File: src/rtl/rs485_tx_pkg.sv
package rs485_tx_pkg;

    typedef enum logic [2:0] {
        ST_IDLE,
        ST_LEAD,
        ST_START,
        ST_DATA,
        ST_STOP,
        ST_LAG,
        ST_DONE
    } tx_state_e;

    // Two-bit length code to data-bit count.
    function automatic logic [3:0] wlen_bits(input logic [1:0] code);
        logic [3:0] n;
        unique case (code)
            2'b00:   n = 4'd8;
            2'b01:   n = 4'd9;
            default: n = 4'd7;
        endcase
        return n;
    endfunction

endpackage

File: src/rtl/rs485_tx_cfg.sv
module rs485_tx_cfg #(
    parameter int DLY_W = 5
) (
    input  logic             clk,
    input  logic             rst_n,
    input  logic             wr,
    input  logic             wr_en,
    input  logic [1:0]       wr_wlen,
    input  logic [DLY_W-1:0] wr_lead,
    input  logic [DLY_W-1:0] wr_lag,
    output logic             en_q,
    output logic [1:0]       wlen_q,
    output logic [DLY_W-1:0] lead_q,
    output logic [DLY_W-1:0] lag_q
);

    logic fields_open;

    // Fields load only while disabled and only from a write that keeps it disabled.
    assign fields_open = wr && !en_q && !wr_en;

    always_ff @(posedge clk or negedge rst_n) begin
        if (!rst_n) begin
            en_q   <= 1'b0;
            wlen_q <= '0;
            lead_q <= '0;
            lag_q  <= '0;
        end else begin
            if (wr) begin
                en_q <= wr_en;
            end
            if (fields_open) begin
                wlen_q <= wr_wlen;
                lead_q <= wr_lead;
                lag_q  <= wr_lag;
            end
        end
    end

endmodule

File: src/rtl/rs485_tx_timer.sv
module rs485_tx_timer #(
    parameter int CNT_W = 5
) (
    input  logic             clk,
    input  logic             rst_n,
    input  logic             load,
    input  logic [CNT_W-1:0] load_val,
    output logic             zero
);

    logic [CNT_W-1:0] cnt_q;

    always_ff @(posedge clk or negedge rst_n) begin
        if (!rst_n) begin
            cnt_q <= '0;
        end else if (load) begin
            cnt_q <= load_val;
        end else if (cnt_q != '0) begin
            cnt_q <= cnt_q - 1'b1;
        end
    end

    assign zero = (cnt_q == '0);

endmodule

File: src/rtl/rs485_tx_shift.sv
module rs485_tx_shift #(
    parameter int WORD_W   = 9,
    parameter int BITCNT_W = 4
) (
    input  logic                clk,
    input  logic                rst_n,
    input  logic                load,
    input  logic [WORD_W-1:0]   data,
    input  logic [BITCNT_W-1:0] nbits,
    input  logic                shift,
    output logic                bit_out,
    output logic                last
);

    logic [WORD_W-1:0]   sreg_q;
    logic [BITCNT_W-1:0] rem_q;

    always_ff @(posedge clk or negedge rst_n) begin
        if (!rst_n) begin
            sreg_q <= '0;
            rem_q  <= '0;
        end else if (load) begin
            sreg_q <= data;
            rem_q  <= nbits;
        end else if (shift) begin
            sreg_q <= sreg_q >> 1;
            rem_q  <= rem_q - 1'b1;
        end
    end

    assign bit_out = sreg_q[0];
    assign last    = (rem_q == BITCNT_W'(1));

endmodule

File: src/rtl/rs485_uart_tx.sv
module rs485_uart_tx
    import rs485_tx_pkg::*;
#(
    parameter int CYC_PER_BIT = 4,
    parameter int DLY_W       = 5,
    parameter int WORD_W      = 9
) (
    input  logic              clk,
    input  logic              rst_n,
    input  logic              cfg_wr,
    input  logic              cfg_en,
    input  logic [1:0]        cfg_wlen,
    input  logic [DLY_W-1:0]  cfg_lead,
    input  logic [DLY_W-1:0]  cfg_lag,
    input  logic              in_valid,
    input  logic [WORD_W-1:0] in_data,
    output logic              in_ready,
    output logic              tx,
    output logic              de,
    output logic              tx_done
);

    localparam int DLY_MAX  = 1 << DLY_W;
    localparam int CNT_MAX  = (CYC_PER_BIT > DLY_MAX) ? CYC_PER_BIT : DLY_MAX;
    localparam int CNT_W    = $clog2(CNT_MAX);
    localparam int BITCNT_W = $clog2(WORD_W + 1);

    tx_state_e state_q, state_d;

    logic             cfg_en_q;
    logic [1:0]       cfg_wlen_q;
    logic [DLY_W-1:0] cfg_lead_q;
    logic [DLY_W-1:0] cfg_lag_q;

    logic             tmr_load;
    logic [CNT_W-1:0] tmr_val;
    logic             tmr_zero;

    logic             sh_load;
    logic             sh_shift;
    logic             sh_bit;
    logic             sh_last;

    logic [CNT_W-1:0]    bit_reload;
    logic [BITCNT_W-1:0] frame_bits;

    assign bit_reload = CNT_W'(CYC_PER_BIT - 1);
    assign frame_bits = BITCNT_W'(wlen_bits(cfg_wlen_q));

    rs485_tx_cfg #(.DLY_W(DLY_W)) u_cfg (
        .clk     (clk),
        .rst_n   (rst_n),
        .wr      (cfg_wr),
        .wr_en   (cfg_en),
        .wr_wlen (cfg_wlen),
        .wr_lead (cfg_lead),
        .wr_lag  (cfg_lag),
        .en_q    (cfg_en_q),
        .wlen_q  (cfg_wlen_q),
        .lead_q  (cfg_lead_q),
        .lag_q   (cfg_lag_q)
    );

    rs485_tx_timer #(.CNT_W(CNT_W)) u_timer (
        .clk      (clk),
        .rst_n    (rst_n),
        .load     (tmr_load),
        .load_val (tmr_val),
        .zero     (tmr_zero)
    );

    rs485_tx_shift #(.WORD_W(WORD_W), .BITCNT_W(BITCNT_W)) u_shift (
        .clk     (clk),
        .rst_n   (rst_n),
        .load    (sh_load),
        .data    (in_data),
        .nbits   (frame_bits),
        .shift   (sh_shift),
        .bit_out (sh_bit),
        .last    (sh_last)
    );

    // State register.
    always_ff @(posedge clk or negedge rst_n) begin
        if (!rst_n) begin
            state_q <= ST_IDLE;
        end else begin
            state_q <= state_d;
        end
    end

    // Transitions, handshake and datapath controls.
    always_comb begin
        state_d  = state_q;
        tmr_load = 1'b0;
        tmr_val  = '0;
        sh_load  = 1'b0;
        sh_shift = 1'b0;
        in_ready = 1'b0;
        unique case (state_q)
            ST_IDLE: begin
                in_ready = cfg_en_q;
                if (cfg_en_q && in_valid) begin
                    state_d  = ST_LEAD;
                    tmr_load = 1'b1;
                    tmr_val  = CNT_W'(cfg_lead_q);
                    sh_load  = 1'b1;
                end
            end
            ST_LEAD: begin
                if (tmr_zero) begin
                    state_d  = ST_START;
                    tmr_load = 1'b1;
                    tmr_val  = bit_reload;
                end
            end
            ST_START: begin
                if (tmr_zero) begin
                    state_d  = ST_DATA;
                    tmr_load = 1'b1;
                    tmr_val  = bit_reload;
                end
            end
            ST_DATA: begin
                if (tmr_zero) begin
                    tmr_load = 1'b1;
                    tmr_val  = bit_reload;
                    if (sh_last) begin
                        state_d = ST_STOP;
                    end else begin
                        sh_shift = 1'b1;
                    end
                end
            end
            ST_STOP: begin
                if (tmr_zero) begin
                    in_ready = cfg_en_q;
                    tmr_load = 1'b1;
                    if (cfg_en_q && in_valid) begin
                        state_d = ST_START;
                        tmr_val = bit_reload;
                        sh_load = 1'b1;
                    end else begin
                        state_d = ST_LAG;
                        tmr_val = CNT_W'(cfg_lag_q);
                    end
                end
            end
            ST_LAG: begin
                if (tmr_zero) begin
                    state_d = ST_DONE;
                end
            end
            ST_DONE: begin
                state_d = ST_IDLE;
            end
            default: begin
                state_d = ST_IDLE;
            end
        endcase
    end

    // Outputs decoded from the state.
    always_comb begin
        tx      = 1'b1;
        de      = 1'b1;
        tx_done = 1'b0;
        unique case (state_q)
            ST_IDLE:  de = 1'b0;
            ST_START: tx = 1'b0;
            ST_DATA:  tx = sh_bit;
            ST_DONE: begin
                de      = 1'b0;
                tx_done = 1'b1;
            end
            default: ;
        endcase
    end

endmodule

File: config.mk
export PLATFORM = sky130hd
export DESIGN_NAME = rs485_uart_tx
export DESIGN_NICKNAME = d
export VERILOG_FILES = /design/src/rtl/rs485_tx_pkg.sv /design/src/rtl/rs485_tx_cfg.sv /design/src/rtl/rs485_tx_timer.sv /design/src/rtl/rs485_tx_shift.sv /design/src/rtl/rs485_uart_tx.sv
export SDC_FILE = /design/constraint.sdc
export NUM_CORES = 1
export LEC_CHECK = 0
export BUFFER_PORTS_ARGS = -buffer_cell sky130_fd_sc_hd__buf_2
export CORE_UTILIZATION = 45
export CTS_CLUSTER_DIAMETER = 40
export DETAILED_ROUTE_END_ITERATION = 16
export GPL_TIMING_DRIVEN = 0
export PLACE_DENSITY = 0.76
export SYNTH_ARGS = -nofsm -noshare
export SYNTH_HDL_FRONTEND = slang
export SYNTH_SLANG_ARGS = --single-unit
File: constraint.sdc
create_clock -name clk -period 2.2 [get_ports clk]
set_input_delay 0.33 -clock clk [delete_from_list [all_inputs] [get_ports clk]]
set_output_delay 0.33 -clock clk [all_outputs]
set_load 0.01 [all_outputs]
==> out/metrics.cfg, run 1 <==
[critical_path]
worstPathMaxFanout=10
startpoint=u_timer.cnt_q[1]
cp-start-kind=register
worstReg2RegStart=u_timer.cnt_q[1]
end_kind=primary output
critical_path_class=register to primary output
cp.arrival_ns=1.90
required_ns=1.87
reg2reg_depth=6

[clock_tree]
cts_tree=yes
cts.htree.levels=2
path_clk_slew_ns=0.07
clockBufferDepth=2
cts_buffers=5
holdBufCountCts=0
clock-root-buffer=clkbuf_8
clock_latency_ns=0.28
clock_sinks=34

[yosys]
ys_seq_elements=34
synth_edf_count=0
syn_nets=209
yosysMostFrequentCell=dfrtp_1
synthFlopType=dfrtp_1
syn_area_um2=1860
synthTopCellsByCount=34 x dfrtp_1, 14 x nand2_1, 13 x mux2_2, 13 x nor2_1, 9 x o21ai_1
synth_top_area_frac=0.457
yosysSeqAreaShare=0.457
syn-mean-instance-area_um2=10.4
yosysTopAreaCell=dfrtp_1
synthCells=180
postSynth.asyncResetShare=1.00
ys_warn_count=0
ys_types=51
ys_top_cells_by_area=dfrtp_1 46%, mux2_2 7.9%, mux2i_1 3.8%

[layout]
diodes=0
area_delta_synth_final_pct=18.8
nNetsFinal=246
fillCellCount=352
fin_area_um2=2210
utilization=0.553
drive_gt1_frac=0.307

[hold_path]
hp-class=input port to async pin

[route]
wl_per_cell_um=14.5
drc_errors=0
via_per_inst=5.58
totalWireLength_um=3890
dr.pass1.iters=4
drt_iter0_drc=88
num_vias=1496
ant_nets=0

[place]
dp_hpwl_um=2700
portBuffers=29
gp_congestion=0.869
place_area_um2=2070

[floorplan]
core_um2=4000
die_w_um=66.3
initial_core_util=0.466
dieArea_um2=4400
num_rows=23
num_io_pins=30
die_y_um=66.3

[sta]
period_share=1.01
fin_skew_ns=0.00307
layout_setup_ws_ns=-0.0308
period_needed_ns=2.23
slew_headroom=0.393
rsz0062_at_grt=true
worst_pin_slew_ns=0.909
slew_viol_final=0
hold_viol=0
fmax_mhz=448
setup_viol=1

[global_route]
antenna_found_initial=0
grt_pass1_vias=1357
grt_pass1_wl_um=6570
grt_max_degree=35
overflow=0
grtUsageTotal=0.200

[pwr]
p_leak_nw=0.927
power_density_nw_per_um2=1160
max-vdd-ir-drop_uv=652

[run_status]
violations=setup timing
status=complete, but fails checks

[job]
maxCapViolCount=0

path summary, 6_finish.rpt:
kind	endpoint	slack, ns
max in group asynchronous	state_q[1]	1.61
min	u_shift.sreg_q[1]	0.11
max reg2reg	u_shift.rem_q[3]	0.12
min reg2reg	u_shift.sreg_q[2]	0.48
min in group clk	u_shift.sreg_q[7]	0.25
max	in_ready	-0.03
cell families (layout without fill, tap and decap cells):
| family | Yosys count | count (layout) | share of synthesized area |
|---|---|---|---|
| compound gates | 48 | 48 | 0.181 |
| fa+ha+maj | 3 | 3 | 0.0201 |
| simple gates | 54 | 54 | 0.165 |
| xor+xnor | 3 | 3 | 0.0141 |
| mux | 20 | 20 | 0.116 |
| flops | 34 | 34 | 0.457 |
| buf+inv | 18 | 56 | 0.0470 |
flip-flops by register name, indices dropped and copies added (netlist names):
register	flops
u_shift.sreg_q	9
u_cfg.lag_q	5
u_cfg.lead_q	5
u_timer.cnt_q	5
u_shift.rem_q	4
state_q	3
u_cfg.wlen_q	2
u_cfg.en_q	1
critical path: stages (launching register included):
cell and delay [ns]:
dfrtp_1 0.41, inv_2 0.08, ha_4 0.14, or4b_4 0.52, buf_6 0.18, a21oi_2 0.15, buf_2 0.14
power by group:
| group | internal (mW) | switching (mW) |
|---|---|---|
| registers | 0.860 | 0.177 |
| logic | 0.469 | 0.504 |
| clock network | 0.338 | 0.224 |
area by class of cell:
cell class              instances  area (um^2)  share of cell area
multi-input cells             128          945               0.427
flip-flops and latches         34          851               0.384
well taps                      50         62.6              0.0283
clock inverters                 2         37.5              0.0170
repair buffers                 32          168              0.0757
inverters                       7         26.3              0.0119
clock buffers                   6         72.6              0.0328
plain buffers                   9         51.3              0.0232
stage by stage:
step	setup TNS [ns]	hold slack [ns]	total power, mW	cells	worst slack [ns]
floorplan	0	0.0344	1.71	180	0.159
global placement	-0.107	0.449	1.91	259	-0.0329
detailed placement	-0.322	0.451	1.94	259	-0.0609
CTS	-0.124	0.142	2.57	270	-0.124
global route	-0.0680	0.171	2.76	268	-0.0680
finish	-0.0308	0.113	2.57	268	-0.0308
timing repair:
item | CTS | global route
setup buffers | 3 | 0
gates cloned | 0 | 0
endpoints found under the setup margin | 9 | 11
resized for setup | 5 | 3
pin swaps | 0 | 1
routing by layer:
layer,up-vias,GRT usage,share of wire
met4,0,0.0505,0.011
met5,-,0,0
li1,725,-,-
met1,722,0.292,0.48
met3,5,0.0466,0.040
met2,44,0.296,0.47
placed cells by master (no fill, tap or decap), types with 2 or more instances in the layout:
cell type,instances
buf_4,3
mux2i_1,7
buf_6,2
inv_2,2
dfrtp_1,34
buf_2,31
o21ai_0,3
xnor2_1,3
a21oi_1,7
o21ai_1,9
or3_1,2
ha_1,2
a31oi_1,3
a21o_1,5
inv_1,5
o211ai_1,3
mux2_2,13
nand2_1,14
nand3b_1,2
o2111ai_1,2
or2_2,2
a22o_1,3
clkbuf_1,6
clkbuf_8,5
nor2_1,13
nand2b_1,2
nor3_1,3
nor3b_1,4
Power figures use the tool's default switching activity.
==> run 2, diff against run 1 <==
MAX_ROUTING_LAYER = met4   (was default)
==> out/metrics.cfg, run 2 (synthesis gave the netlist of run 1 again) <==
[sta]
hold_viol=0
setup_tns_ns=-0.0252
slew_viol_final=0
setup_viol=1
period_needed_ns=2.23
period_share=1.01
fin_skew_ns=0.00403
rsz0062_at_grt=true
fmax_mhz=449
slew_headroom=0.379
worst_pin_slew_ns=0.928
layout_setup_ws_ns=-0.0252

[clock_tree]
clockBufferDepth=2
cts_tree=yes
cts_buffers=5
path_clk_slew_ns=0.07
clock_sinks=34
clock-root-buffer=clkbuf_8
clock_latency_ns=0.28
cts.htree.levels=2
holdBufCountCts=0

[global_route]
antenna_found_initial=0
grt_max_degree=35
grt.busiest_layer=met2
grtUsageTotal=0.205
grt_use_met2=0.296
grt_pass1_wl_um=6570
grt_pass1_vias=1358
overflow=0
grtUsageMet3=0.0448
grtUsageMet1=0.293

[pwr]
power_density_nw_per_um2=1160
max-vdd-ir-drop_uv=651
pwr-share-seq=0.403
power_frac_comb=0.378
p_sw_mw=0.904
switching_share=0.352
internal_power_mw=1.67
p_leak_nw=0.927
clkPwrFrac=0.219

[hold_path]
hp-class=input port to async pin

[route]
wl_per_cell_um=14.5
totalWireLength_um=3900
drt_iter0_drc=79
ant_nets=0
drc_errors=0
num_vias=1510
dr.pass1.iters=4
via_per_inst=5.63

[run_status]
violations=setup timing
status=complete, but fails checks

[place]
placed_cells=259
dp_hpwl_um=2700
portBuffers=29
gp_congestion=0.883

[layout]
area_delta_synth_final_pct=18.8
top_register=u_shift.sreg_q
drive_gt1_frac=0.307
final_common_cell=dfrtp_1
stdcell_count=268
layout_common_cells=34 x dfrtp_1, 31 x buf_2, 14 x nand2_1
largest_reg_flops=9
nNetsFinal=246
diodes=0

[floorplan]
core_um2=4000
die_y_um=66.3
num_rows=23
die_w_um=66.3
initial_core_util=0.466
dieArea_um2=4400
num_io_pins=30

[critical_path]
worstPathMaxFanout=10
required_ns=1.87
cp.arrival_ns=1.90
cp-start-kind=register
end_kind=primary output
critical_path_class=register to primary output

[job]
maxCapViolCount=0

==> run 2: cell counts in the layout (fill, tap and decap cells not counted) <==
No cell type changed its count.
==> run 2: final cells by class <==
class	count	area (um^2)
Sequential cell	34	851
Inverter	7	26.3
Tap cell	50	62.6
Clock inverter	2	37.5
Fill cell	352	1790
Timing Repair Buffer	32	168
Multi-Input combinational cell	128	945
Buffer	9	51.3
Clock buffer	6	72.6
==> run 2: final timing paths <==
check / startpoint / to / slack [ns] / cells after the start
min in group clk: in_data[7] / u_shift.sreg_q[7] / 0.25 / 3
worst max-delay path: u_timer.cnt_q[1] / in_ready / -0.03 / 6
worst min-delay path: rst_n / u_shift.sreg_q[1] / 0.11 / 1
max in group asynchronous: rst_n / state_q[1] / 1.61 / 1
worst min register to register: u_shift.sreg_q[2] / u_shift.sreg_q[2] / 0.48 / 1
worst max register to register: u_timer.cnt_q[1] / u_shift.rem_q[3] / 0.12 / 6
==> run 2: critical path, cell delays in order (launching register included) <==
cell and delay [ns]:
dfrtp_1 0.41, inv_2 0.08, ha_4 0.14, or4b_4 0.52
buf_6 0.18, a21oi_2 0.14, buf_2 0.14
==> run 2: routing by layer <==
layer / vias to the layer above / wire, um
met4: 0 / 40
met1: 722 / 1810
met3: 5 / 194
met5: - / 0
met2: 55 / 1850
li1: 728 / -
==> run 2: what timing repair did <==
item	CTS	global route
endpoints found under the setup margin	9	11
endpoints found under the hold margin	0	0
resized for setup	5	3
pin swaps	0	1
setup buffers	3	0
==> run 2: per-stage QoR <==
stage                     power (mW)  instance area, um^2  setup WS (ns)  utilization  hold WS [ns]
after floorplan                 1.71                 1860          0.159            -        0.0344
after global placement          1.91                 2070        -0.0329        0.518         0.449
after detailed placement        1.94                 2070        -0.0609        0.518         0.451
after CTS                       2.57                 2220         -0.124        0.555         0.142
after global routing            2.76                 2210        -0.0680        0.553         0.171
final                           2.57                 2210        -0.0252        0.553         0.111
==> run 2: power groups by stage <==
stage,clock [mW],combinational (mW),sequential [mW]
2_1_floorplan,0,0.712,0.997
3_3_place_gp,0,0.871,1.04
3_5_place_dp,0,0.898,1.04
4_1_cts,0.570,0.968,1.03
5_1_grt,0.597,1.09,1.07
6_report,0.563,0.972,1.04
==> run 3, diff against run 2 <==
CTS_BUF_LIST = sky130_fd_sc_hd__clkbuf_2   (was default)
==> out/metrics.cfg, run 3 (synthesis gave the netlist of run 1 again) <==
[run_status]
status=complete, but fails checks
violations=hold timing, setup timing

[critical_path]
critPathMaxStageDelay_ns=0.49
cp-start-kind=register
r2r_slack_ns=0.04
worstPathMaxFanout=2
reg2reg_depth=7
required_ns=1.87
path_cells=inv_2, ha_4, or4b_4, buf_8, a21oi_2, buf_2
end_kind=primary output
path_depth=6
startpoint=u_timer.cnt_q[0]
cp.arrival_ns=1.95
critical_path_class=register to primary output
cp_slowest_cell=or4b_4
timing.rr.end=u_shift.rem_q[3]
crit_family=simple AND/OR/NAND/NOR gates
critPathCapture=in_ready
worstReg2RegStart=u_timer.cnt_q[0]
worst-path-buf-inv=3

[clock_tree]
cts_tree=yes
clockBufferDepth=2
clock_sinks=34
clock-root-buffer=clkbuf_2
cts_buffers=5
path_clk_slew_ns=0.18
cts.htree.levels=2
holdBufCountCts=0
clock_latency_ns=0.39

[floorplan]
initial_core_util=0.466
num_rows=23
die_y_um=66.3
core_um2=4000
num_io_pins=30
die_w_um=66.3
dieArea_um2=4400

[route]
dr.pass1.iters=4
totalWireLength_um=4020
num_vias=1503
wl_per_cell_um=14.6
via_per_inst=5.47
ant_nets=0
drt_iter0_drc=63
drc_errors=0

[global_route]
overflow=0
grt_pass1_vias=1393
grt_pass1_wl_um=6630
grt_max_degree=35
antenna_found_initial=0
grtUsageTotal=0.212

[sta]
layout_setup_ws_ns=-0.0777
fin_skew_ns=0.00862
slew_viol_final=0
rsz0062_at_grt=true
fin_hold_ws_ns=-0.0149
hold_viol=28
setup_viol=1
period_needed_ns=2.28
period_share=1.04
worst_pin_slew_ns=0.763
fmax_mhz=439
setup_tns_ns=-0.0777
slew_headroom=0.491

[job]
maxCapViolCount=0

[layout]
area_delta_synth_final_pct=20.3
final_common_cell=dfrtp_1
diodes=0
nNetsFinal=253
drive_gt1_frac=0.342
stdcell_count=275
top_register=u_shift.sreg_q
largest_reg_flops=9
layout_common_cells=33 x dfrtp_1, 30 x buf_2, 14 x nand2_1
fillCellCount=336

[pwr]
clkPwrFrac=0.167
internal_power_mw=1.58
switching_share=0.370
power_density_nw_per_um2=1120
power_frac_comb=0.419
pwr-share-seq=0.414
p_leak_nw=0.953
p_sw_mw=0.931
max-vdd-ir-drop_uv=581

[hold_path]
hp-class=input port to async pin

[place]
portBuffers=29
gp_congestion=0.883
placed_cells=259
dp_hpwl_um=2700

run 3: how the worst min path moves through the flow:
stage           from                 to  slack (ns)  depth (start not counted)
2_1_floorplan  rst_n         state_q[0]        0.03                          0
3_3_place_gp   rst_n  u_shift.sreg_q[0]        0.45                          1
3_5_place_dp   rst_n         state_q[0]        0.45                          1
4_1_cts        rst_n     u_cfg.lag_q[4]       0.004                          1
5_1_grt        rst_n  u_shift.sreg_q[5]        0.01                          1
6_report       rst_n         state_q[0]       -0.01                          1
run 3: stage by stage:
stage	util	hold WS, ns	power (mW)	worst slack (ns)	instance area [um^2]
floorplan	-	0.0344	1.71	0.159	1860
global placement	0.518	0.449	1.91	-0.0329	2070
detailed placement	0.518	0.451	1.94	-0.0609	2070
CTS	0.552	0.00404	2.45	-0.163	2210
global route	0.561	0.0110	2.70	-0.157	2240
finish	0.561	-0.0149	2.51	-0.0777	2240
run 3: metal layers:
layer	part of all wire	global-route usage	up-vias
met5	0	-	-
met4	0.016	0.0878	0
met3	0.054	0.0500	6
met2	0.47	0.291	45
met1	0.46	0.298	712
li1	-	-	740
run 3: cell type report:
| type | instances | area (um^2) | area share |
|---|---|---|---|
| multi-input combinational | 128 | 956 | 0.426 |
| tap | 50 | 62.6 | 0.0279 |
| buffer | 9 | 57.6 | 0.0257 |
| sequential | 34 | 852 | 0.380 |
| timing repair buffer | 39 | 220 | 0.0982 |
| inverter | 7 | 26.3 | 0.0117 |
| clock inverter | 2 | 37.5 | 0.0167 |
| clock buffer | 6 | 30.0 | 0.0134 |
run 3: power groups by stage:
stage / clock, mW / combinational, mW / sequential (mW)
2_1_floorplan: 0 / 0.712 / 0.997
5_1_grt: 0.450 / 1.17 / 1.08
4_1_cts: 0.427 / 0.998 / 1.03
3_3_place_gp: 0 / 0.871 / 1.04
3_5_place_dp: 0 / 0.898 / 1.04
6_report: 0.420 / 1.05 / 1.04
run 3: timing repair:
item                                    in CTS  in global routing
cloned                                       0                  0
resized for setup                            7                  6
endpoints found under the setup margin       9                 20
setup buffers                                7                  3
pin swaps                                    3                  0
